File: src/rtl/aff_warp_pkg.sv
`timescale 1ns/1ps
package aff_warp_pkg;

    // Warp model selector encoding (matches the model port)
    typedef enum logic [1:0] {
        MDL_STILL  = 2'd0,
        MDL_SHIFT  = 2'd1,
        MDL_ISO    = 2'd2,
        MDL_AFFINE = 2'd3
    } warp_model_e;

    // Walk sequencer states
    typedef enum logic [1:0] {
        SC_IDLE  = 2'd0,
        SC_SETUP = 2'd1,
        SC_RUN   = 2'd2
    } scan_state_e;

    // Step controls shared by both axis accumulators
    typedef struct packed {
        logic load;
        logic step;
        logic wrap;
    } step_ctl_t;

    // Left shift that turns a coefficient divided by 2^log2v into FRAC-bit fixed point
    function automatic int frac_shift(input int log2v, input int frac);
        return (log2v > frac) ? 0 : (frac - log2v);
    endfunction

endpackage

File: src/rtl/aff_param_unit.sv
`timescale 1ns/1ps
module aff_param_unit
    import aff_warp_pkg::*;
#(
    parameter int MW   = 16,
    parameter int TW   = 16,
    parameter int CW   = 12,
    parameter int EW   = 5,
    parameter int FRAC = 16,
    parameter int AW   = 48
) (
    input  logic                 clk,
    input  logic                 rst,
    input  logic                 capture,
    input  logic [1:0]           model,
    input  logic                 chroma,
    input  logic signed [MW-1:0] gx_a,
    input  logic signed [MW-1:0] gx_b,
    input  logic signed [MW-1:0] gy_a,
    input  logic signed [MW-1:0] gy_b,
    input  logic signed [TW-1:0] gx_t,
    input  logic signed [TW-1:0] gy_t,
    input  logic [EW-1:0]        w_log2,
    input  logic [EW-1:0]        h_log2,
    input  logic [CW-1:0]        blk_x,
    input  logic [CW-1:0]        blk_y,
    output logic signed [AW-1:0] x_col_inc,
    output logic signed [AW-1:0] x_row_inc,
    output logic signed [AW-1:0] y_col_inc,
    output logic signed [AW-1:0] y_row_inc,
    output logic signed [AW-1:0] x_start,
    output logic signed [AW-1:0] y_start
);

    // One pixel in accumulator units
    localparam logic signed [AW-1:0] UNIT = {{(AW-FRAC-1){1'b0}}, 1'b1, {FRAC{1'b0}}};

    logic signed [AW-1:0] xa_e, xb_e, ya_e, yb_e, xt_e, yt_e;
    logic signed [AW-1:0] xc_d, xr_d, yc_d, yr_d, tx_d, ty_d;
    logic signed [AW-1:0] xc_q, xr_q, yc_q, yr_q, tx_q, ty_q;
    logic signed [AW-1:0] ox_q, oy_q;
    int sh_w, sh_h, sh_t;

    assign xa_e = AW'(gx_a);
    assign xb_e = AW'(gx_b);
    assign ya_e = AW'(gy_a);
    assign yb_e = AW'(gy_b);
    assign xt_e = AW'(gx_t);
    assign yt_e = AW'(gy_t);

    // Power-of-two divisions become left shifts into the fixed-point grid
    assign sh_w = frac_shift(int'(w_log2), FRAC);
    assign sh_h = frac_shift(int'(h_log2), FRAC);
    assign sh_t = chroma ? (FRAC - 3) : (FRAC - 2);

    // Fold the model choice into a uniform set of increments
    always_comb begin
        xc_d = UNIT;
        xr_d = '0;
        yc_d = '0;
        yr_d = UNIT;
        tx_d = '0;
        ty_d = '0;
        case (warp_model_e'(model))
            MDL_STILL: begin
            end
            MDL_SHIFT: begin
                tx_d = xt_e <<< sh_t;
                ty_d = yt_e <<< sh_t;
            end
            MDL_ISO: begin
                xc_d = xa_e <<< sh_w;
                xr_d = xb_e <<< sh_h;
                yc_d = (-xb_e) <<< sh_w;
                yr_d = xa_e <<< sh_h;
                tx_d = xt_e <<< sh_t;
                ty_d = yt_e <<< sh_t;
            end
            default: begin
                xc_d = xa_e <<< sh_w;
                xr_d = xb_e <<< sh_h;
                yc_d = ya_e <<< sh_w;
                yr_d = yb_e <<< sh_h;
                tx_d = xt_e <<< sh_t;
                ty_d = yt_e <<< sh_t;
            end
        endcase
    end

    always_ff @(posedge clk) begin
        if (rst) begin
            xc_q <= '0;
            xr_q <= '0;
            yc_q <= '0;
            yr_q <= '0;
            tx_q <= '0;
            ty_q <= '0;
            ox_q <= '0;
            oy_q <= '0;
        end else if (capture) begin
            xc_q <= xc_d;
            xr_q <= xr_d;
            yc_q <= yc_d;
            yr_q <= yr_d;
            tx_q <= tx_d;
            ty_q <= ty_d;
            ox_q <= AW'(blk_x);
            oy_q <= AW'(blk_y);
        end
    end

    // The only multiplications of a block: origin times the four step terms
    assign x_start = ox_q * xc_q + oy_q * xr_q + tx_q;
    assign y_start = ox_q * yc_q + oy_q * yr_q + ty_q;

    assign x_col_inc = xc_q;
    assign x_row_inc = xr_q;
    assign y_col_inc = yc_q;
    assign y_row_inc = yr_q;

endmodule

File: src/rtl/aff_axis_stepper.sv
`timescale 1ns/1ps
module aff_axis_stepper
    import aff_warp_pkg::*;
#(
    parameter int AW = 48
) (
    input  logic                 clk,
    input  logic                 rst,
    input  step_ctl_t            ctl,
    input  logic signed [AW-1:0] start_val,
    input  logic signed [AW-1:0] col_inc,
    input  logic signed [AW-1:0] row_inc,
    output logic signed [AW-1:0] pos
);

    logic signed [AW-1:0] row_q, col_q, row_next;

    assign row_next = row_q + row_inc;

    always_ff @(posedge clk) begin
        if (rst) begin
            row_q <= '0;
            col_q <= '0;
        end else if (ctl.load) begin
            row_q <= start_val;
            col_q <= start_val;
        end else if (ctl.step) begin
            if (ctl.wrap) begin
                row_q <= row_next;
                col_q <= row_next;
            end else begin
                col_q <= col_q + col_inc;
            end
        end
    end

    assign pos = col_q;

endmodule

File: src/rtl/aff_scan_ctrl.sv
`timescale 1ns/1ps
module aff_scan_ctrl
    import aff_warp_pkg::*;
#(
    parameter int BLK  = 16,
    parameter int CNTW = $clog2(BLK)
) (
    input  logic      clk,
    input  logic      rst,
    input  logic      start,
    input  logic      chroma,
    input  logic      stall,
    input  logic      out_ready,
    output logic      busy,
    output logic      capture,
    output logic      out_valid,
    output logic      out_last,
    output step_ctl_t ctl
);

    scan_state_e     st_q;
    logic            chroma_q;
    logic [CNTW-1:0] col_q, row_q, lim;
    logic            at_col_end, at_row_end, fire;

    assign lim        = chroma_q ? CNTW'(BLK / 2 - 1) : CNTW'(BLK - 1);
    assign at_col_end = (col_q == lim);
    assign at_row_end = (row_q == lim);

    assign busy      = (st_q != SC_IDLE);
    assign capture   = (st_q == SC_IDLE) && start;
    assign out_valid = (st_q == SC_RUN) && !stall;
    assign out_last  = out_valid && at_col_end && at_row_end;
    assign fire      = out_valid && out_ready;

    assign ctl.load = (st_q == SC_SETUP);
    assign ctl.step = fire;
    assign ctl.wrap = fire && at_col_end;

    always_ff @(posedge clk) begin
        if (rst) begin
            st_q     <= SC_IDLE;
            chroma_q <= 1'b0;
            col_q    <= '0;
            row_q    <= '0;
        end else begin
            case (st_q)
                SC_IDLE: begin
                    if (start) begin
                        st_q     <= SC_SETUP;
                        chroma_q <= chroma;
                    end
                end
                SC_SETUP: begin
                    st_q  <= SC_RUN;
                    col_q <= '0;
                    row_q <= '0;
                end
                SC_RUN: begin
                    if (fire) begin
                        if (at_col_end) begin
                            col_q <= '0;
                            if (at_row_end) begin
                                st_q <= SC_IDLE;
                            end else begin
                                row_q <= row_q + CNTW'(1);
                            end
                        end else begin
                            col_q <= col_q + CNTW'(1);
                        end
                    end
                end
                default: st_q <= SC_IDLE;
            endcase
        end
    end

endmodule

File: src/rtl/aff_warp_gen.sv
`timescale 1ns/1ps
module aff_warp_gen
    import aff_warp_pkg::*;
#(
    parameter int MW   = 16,
    parameter int TW   = 16,
    parameter int CW   = 12,
    parameter int EW   = 5,
    parameter int FRAC = 16,
    parameter int PW   = 16,
    parameter int OFW  = 4,
    parameter int BLK  = 16
) (
    input  logic                  clk,
    input  logic                  rst,
    input  logic                  start,
    input  logic [1:0]            model,
    input  logic                  chroma,
    input  logic signed [MW-1:0]  gx_a,
    input  logic signed [MW-1:0]  gx_b,
    input  logic signed [MW-1:0]  gy_a,
    input  logic signed [MW-1:0]  gy_b,
    input  logic signed [TW-1:0]  gx_t,
    input  logic signed [TW-1:0]  gy_t,
    input  logic [EW-1:0]         w_log2,
    input  logic [EW-1:0]         h_log2,
    input  logic [CW-1:0]         blk_x,
    input  logic [CW-1:0]         blk_y,
    input  logic                  stall,
    input  logic                  out_ready,
    output logic                  busy,
    output logic                  out_valid,
    output logic                  out_last,
    output logic signed [PW-1:0]  ref_x_int,
    output logic [OFW-1:0]        ref_x_frac,
    output logic signed [PW-1:0]  ref_y_int,
    output logic [OFW-1:0]        ref_y_frac
);

    // Accumulator width: coefficient, origin, fraction and carry headroom
    localparam int AW   = MW + CW + FRAC + 4;
    localparam int NAX  = 2;
    localparam int HIW  = AW - FRAC - PW;
    localparam int LOW  = FRAC - OFW;

    logic      capture;
    step_ctl_t ctl;

    logic signed [AW-1:0] x_col_inc, x_row_inc, y_col_inc, y_row_inc, x_start, y_start;
    logic signed [AW-1:0] ax_start [NAX];
    logic signed [AW-1:0] ax_col   [NAX];
    logic signed [AW-1:0] ax_row   [NAX];
    logic signed [AW-1:0] ax_pos   [NAX];

    aff_scan_ctrl #(.BLK(BLK)) u_ctrl (
        .clk       (clk),
        .rst       (rst),
        .start     (start),
        .chroma    (chroma),
        .stall     (stall),
        .out_ready (out_ready),
        .busy      (busy),
        .capture   (capture),
        .out_valid (out_valid),
        .out_last  (out_last),
        .ctl       (ctl)
    );

    aff_param_unit #(
        .MW(MW), .TW(TW), .CW(CW), .EW(EW), .FRAC(FRAC), .AW(AW)
    ) u_param (
        .clk       (clk),
        .rst       (rst),
        .capture   (capture),
        .model     (model),
        .chroma    (chroma),
        .gx_a      (gx_a),
        .gx_b      (gx_b),
        .gy_a      (gy_a),
        .gy_b      (gy_b),
        .gx_t      (gx_t),
        .gy_t      (gy_t),
        .w_log2    (w_log2),
        .h_log2    (h_log2),
        .blk_x     (blk_x),
        .blk_y     (blk_y),
        .x_col_inc (x_col_inc),
        .x_row_inc (x_row_inc),
        .y_col_inc (y_col_inc),
        .y_row_inc (y_row_inc),
        .x_start   (x_start),
        .y_start   (y_start)
    );

    assign ax_start[0] = x_start;
    assign ax_start[1] = y_start;
    assign ax_col[0]   = x_col_inc;
    assign ax_col[1]   = y_col_inc;
    assign ax_row[0]   = x_row_inc;
    assign ax_row[1]   = y_row_inc;

    for (genvar g = 0; g < NAX; g++) begin : g_axis
        aff_axis_stepper #(.AW(AW)) u_step (
            .clk       (clk),
            .rst       (rst),
            .ctl       (ctl),
            .start_val (ax_start[g]),
            .col_inc   (ax_col[g]),
            .row_inc   (ax_row[g]),
            .pos       (ax_pos[g])
        );
    end

    // Split fixed point into floor integer and leading fraction bits
    assign ref_x_int  = ax_pos[0][FRAC +: PW];
    assign ref_x_frac = ax_pos[0][FRAC-1 -: OFW];
    assign ref_y_int  = ax_pos[1][FRAC +: PW];
    assign ref_y_frac = ax_pos[1][FRAC-1 -: OFW];

    logic unused_bits;
    assign unused_bits = ^{ax_pos[0][AW-1 -: HIW], ax_pos[0][LOW-1:0],
                           ax_pos[1][AW-1 -: HIW], ax_pos[1][LOW-1:0]};

endmodule

File: config.mk
export PLATFORM = sky130hd
export DESIGN_NAME = aff_warp_gen
export DESIGN_NICKNAME = d
export VERILOG_FILES = /design/src/rtl/aff_warp_pkg.sv /design/src/rtl/aff_param_unit.sv /design/src/rtl/aff_axis_stepper.sv /design/src/rtl/aff_scan_ctrl.sv /design/src/rtl/aff_warp_gen.sv
export SDC_FILE = /design/constraint.sdc
export NUM_CORES = 2
export LEC_CHECK = 0
export BUFFER_PORTS_ARGS = -buffer_cell sky130_fd_sc_hd__buf_2
export CORE_ASPECT_RATIO = 1.5
export CORE_MARGIN = 3
export CORE_UTILIZATION = 45
export DETAILED_ROUTE_END_ITERATION = 8
export GPL_ROUTABILITY_DRIVEN = 0
export PLACE_DENSITY_LB_ADDON = 0.1
export SETUP_SLACK_MARGIN = 0.4
export SLEW_MARGIN = 15
export SYNTH_ARGS = -nofsm -noshare
export SYNTH_HDL_FRONTEND = slang
export SYNTH_SLANG_ARGS = --single-unit
File: constraint.sdc
create_clock -name clk -period 6.5 [get_ports clk]
set_input_delay 0.65 -clock clk [delete_from_list [all_inputs] [get_ports clk]]
set_output_delay 0.65 -clock clk [all_outputs]
set_load 0.1 [all_outputs]
==> results.toml <==
[sta]
hold_viol = 0
rsz0062_at_grt = "yes"
clock_skew_ns = 0.0650
relSlewSlack = 0.172
drv_slew = 0
fin_crit_ns = 7.13
fmax_ghz = 0.140
period_share = 1.10
setup_viol = 80
fin_ws_ns = -0.628
worstMarginPinSlew_ns = 1.23
setup_tns_ns = -26.85

[route]
drtIter0Drc = 4730
drc = 0
drt-wirelength-per-cell_um = 25.0
ant_nets = 0
routed_via_density = 5.62
via_count = 56800
dr.pass1.iters = 8
totalWireLength_um = 252000

[floorplan]
die_area_um2 = 146000
die_h_um = 466
pin_count = 181
rows = 168
start_util = 0.454
fp.dieW_um = 313
coreArea_um2 = 140000

[synthesis]
synth_largest_area_cell = "fa_1"
synthesis.nets = 9355
synth_edf_count = 0
yosys.cell_count.top_type = "inv_1"
synth_seq_cells = 329
synth_top_area_frac = 0.346
synth-async-reset-ratio = 0
synth_common_cells = "inv_1, fa_1, nand2_1, and2_1, nor2_1"
syn-cell-area_um2 = 63600
seq_area_frac_synth = 0.104
syn_inst = 7721
yosysWarnings = 0
netlist_top_cells_area = "fa_1, dfxtp_1, inv_1"
ys_types = 79
synth.avg_cell_area_um2 = 8.23
ys.flop_type = "dfxtp_1"

[place]
hpwlAfterDp_um = 207000
place_inst = 9928
port-buffer-count = 180

[worst_setup_path]
critical_path_peak_fanout = 16
cp-start-kind = "flip-flop"
critPathRequiredTime_ns = 7.02
cp.arrival_ns = 7.65
cp-end-kind = "flip-flop"
crit_type = "reg2reg"
crit_path_start = "u_param.ox_q[3]"
r2r_start = "u_param.ox_q[3]"

[run]
drv_cap = 0

[finish]
nNetsFinal = 9810
regArea_um2 = 6640
area_growth_syn_to_layout_pct = 17.3
fillers = 13600
multiInputGateArea_um2 = 51400
fin_cells = 10100
finish.utilization = 0.533
drive_above_1_share = 0.168

[global_routing]
grt_pass1_vias = 59500
grt_use_total = 0.343
grt_pass1_wl_um = 372000
grt_max_degree = 140
antenna_found_initial = 36
grt.overflow.total = 0

[power]
p_leak_nw = 37.0
p_per_area_nw_per_um2 = 123
peakVddDrop_uv = 212
total_power_mw = 9.18

[clock_tree]
cts_tree = "built"
clockBufferDepth = 3
h-tree-depth = 2
cts.sinks = 329
cts_inserted_buffers = 44
clk_latency_ns = 0.66
ctsHoldBuffers = 0
clock-root-buffer = "clkbuf_16"
clkTransAtPathRegs_ns = 0.07

[outcome]
violations = "negative setup slack"
status = "finished, violations left"

[hold_path]
hp-class = "in2reg"
min_from = "blk_x[5]"
layout make-up:
cell class	instances	share of cell area
multi-input cells	5508	0.689
repair buffers	897	0.0995
flip-flops and latches	329	0.0891
inverters	1396	0.0703
well taps	1870	0.0314
clock buffers	53	0.0160
clock inverters	27	0.00416
diodes	27	0.000906
logic make-up after synthesis:
family                     share of synthesized area
muxes                                         0.0248
DFF                                            0.104
adders and majority gates                      0.424
xor gates and xnor gates                      0.0368
and+or+nand+nor                                0.176
buffers and inverters                          0.114
AOI/OAI and AO/OA                              0.121
cell usage in the layout, fill, tap and decap left out, types with 41 or more instances in the layout:
| cell | instances |
|---|---|
| a211oi_1 | 58 |
| nand3_1 | 74 |
| nand2_1 | 1022 |
| ha_1 | 371 |
| a31oi_1 | 46 |
| buf_2 | 179 |
| xor2_1 | 74 |
| mux2i_1 | 81 |
| and2_1 | 611 |
| inv_1 | 1364 |
| nor3_1 | 62 |
| buf_12 | 67 |
| buf_6 | 41 |
| fa_1 | 1068 |
| a22oi_1 | 102 |
| a21o_1 | 86 |
| xnor2_1 | 167 |
| buf_4 | 599 |
| dfxtp_1 | 292 |
| o21ai_0 | 188 |
| clkbuf_16 | 47 |
| nor2_1 | 424 |
| a21oi_1 | 359 |
what timing repair did:
item	in CTS	in global routing
cloned	1	3
pin swaps	93	113
endpoints found under the setup margin	91	96
resized for setup	167	156
buffers inserted	37	31
critical path, cell delays in order, from the launching register on:
cell and delay [ns]:
dfxtp_2 0.34, buf_12 0.16, buf_4 0.13, buf_6 0.24, nand2_1 0.12, fa_1 0.51
inv_1 0.06, fa_1 0.51, fa_1 0.56, inv_1 0.05, fa_1 0.50, inv_1 0.05
fa_1 0.48, fa_1 0.49, inv_1 0.05, fa_1 0.50, inv_1 0.05, ha_1 0.29
nand4_1 0.15, buf_4 0.17, or4_4 0.45, a31oi_4 0.24, a31oi_4 0.12, o21ai_2 0.13
xor2_1 0.22, nand2_1 0.12, a311oi_2 0.31
final timing paths:
check,end,slack (ns),depth (start not counted)
setup reg to reg,g_axis[1].u_step.pos[30],-0.63,26
setup / recovery,g_axis[1].u_step.pos[30],-0.63,26
hold reg to reg,u_param.ty_q[29],0.45,2
hold / removal,u_param.ox_q[5],0.24,3
power breakdown:
group          switching (mW)  internal, mW  total (mW)
sequential              0.192          2.14        2.34
combinational            2.61          1.52        4.13
clock                    1.19          1.52        2.71
flip-flops by register name, summed over array words and instances, names as in the netlist:
signal	count
g_axis.u_step.pos	64
u_param.y_row_inc	32
u_ctrl.st_q	2
u_param.y_col_inc	32
u_ctrl.row_q	4
g_axis.u_step.row_q	64
u_param.ox_q	12
u_ctrl.chroma_q	1
u_param.x_col_inc	32
u_param.tx_q	19
u_param.ty_q	19
u_param.x_row_inc	32
u_param.oy_q	12
u_ctrl.col_q	4
metrics by stage:
step                cell area, µm²  hold slack (ns)  setup WS (ns)
detailed placement           70900            0.450         -0.761
global placement             70900            0.444         -0.732
global route                 74500            0.231         -0.789
CTS                          73500            0.189         -0.569
floorplan                    64400            0.436        -0.0684
finish                       74600            0.236         -0.628
metal layers:
layer,vias up,GRT usage,wire [µm]
met4,16,0.250,23000
met5,-,0,98
met3,833,0.0629,18200
met1,28500,0.389,90000
met2,2396,0.580,121000
li1,25000,-,-
(Power assumes the default switching activity.)
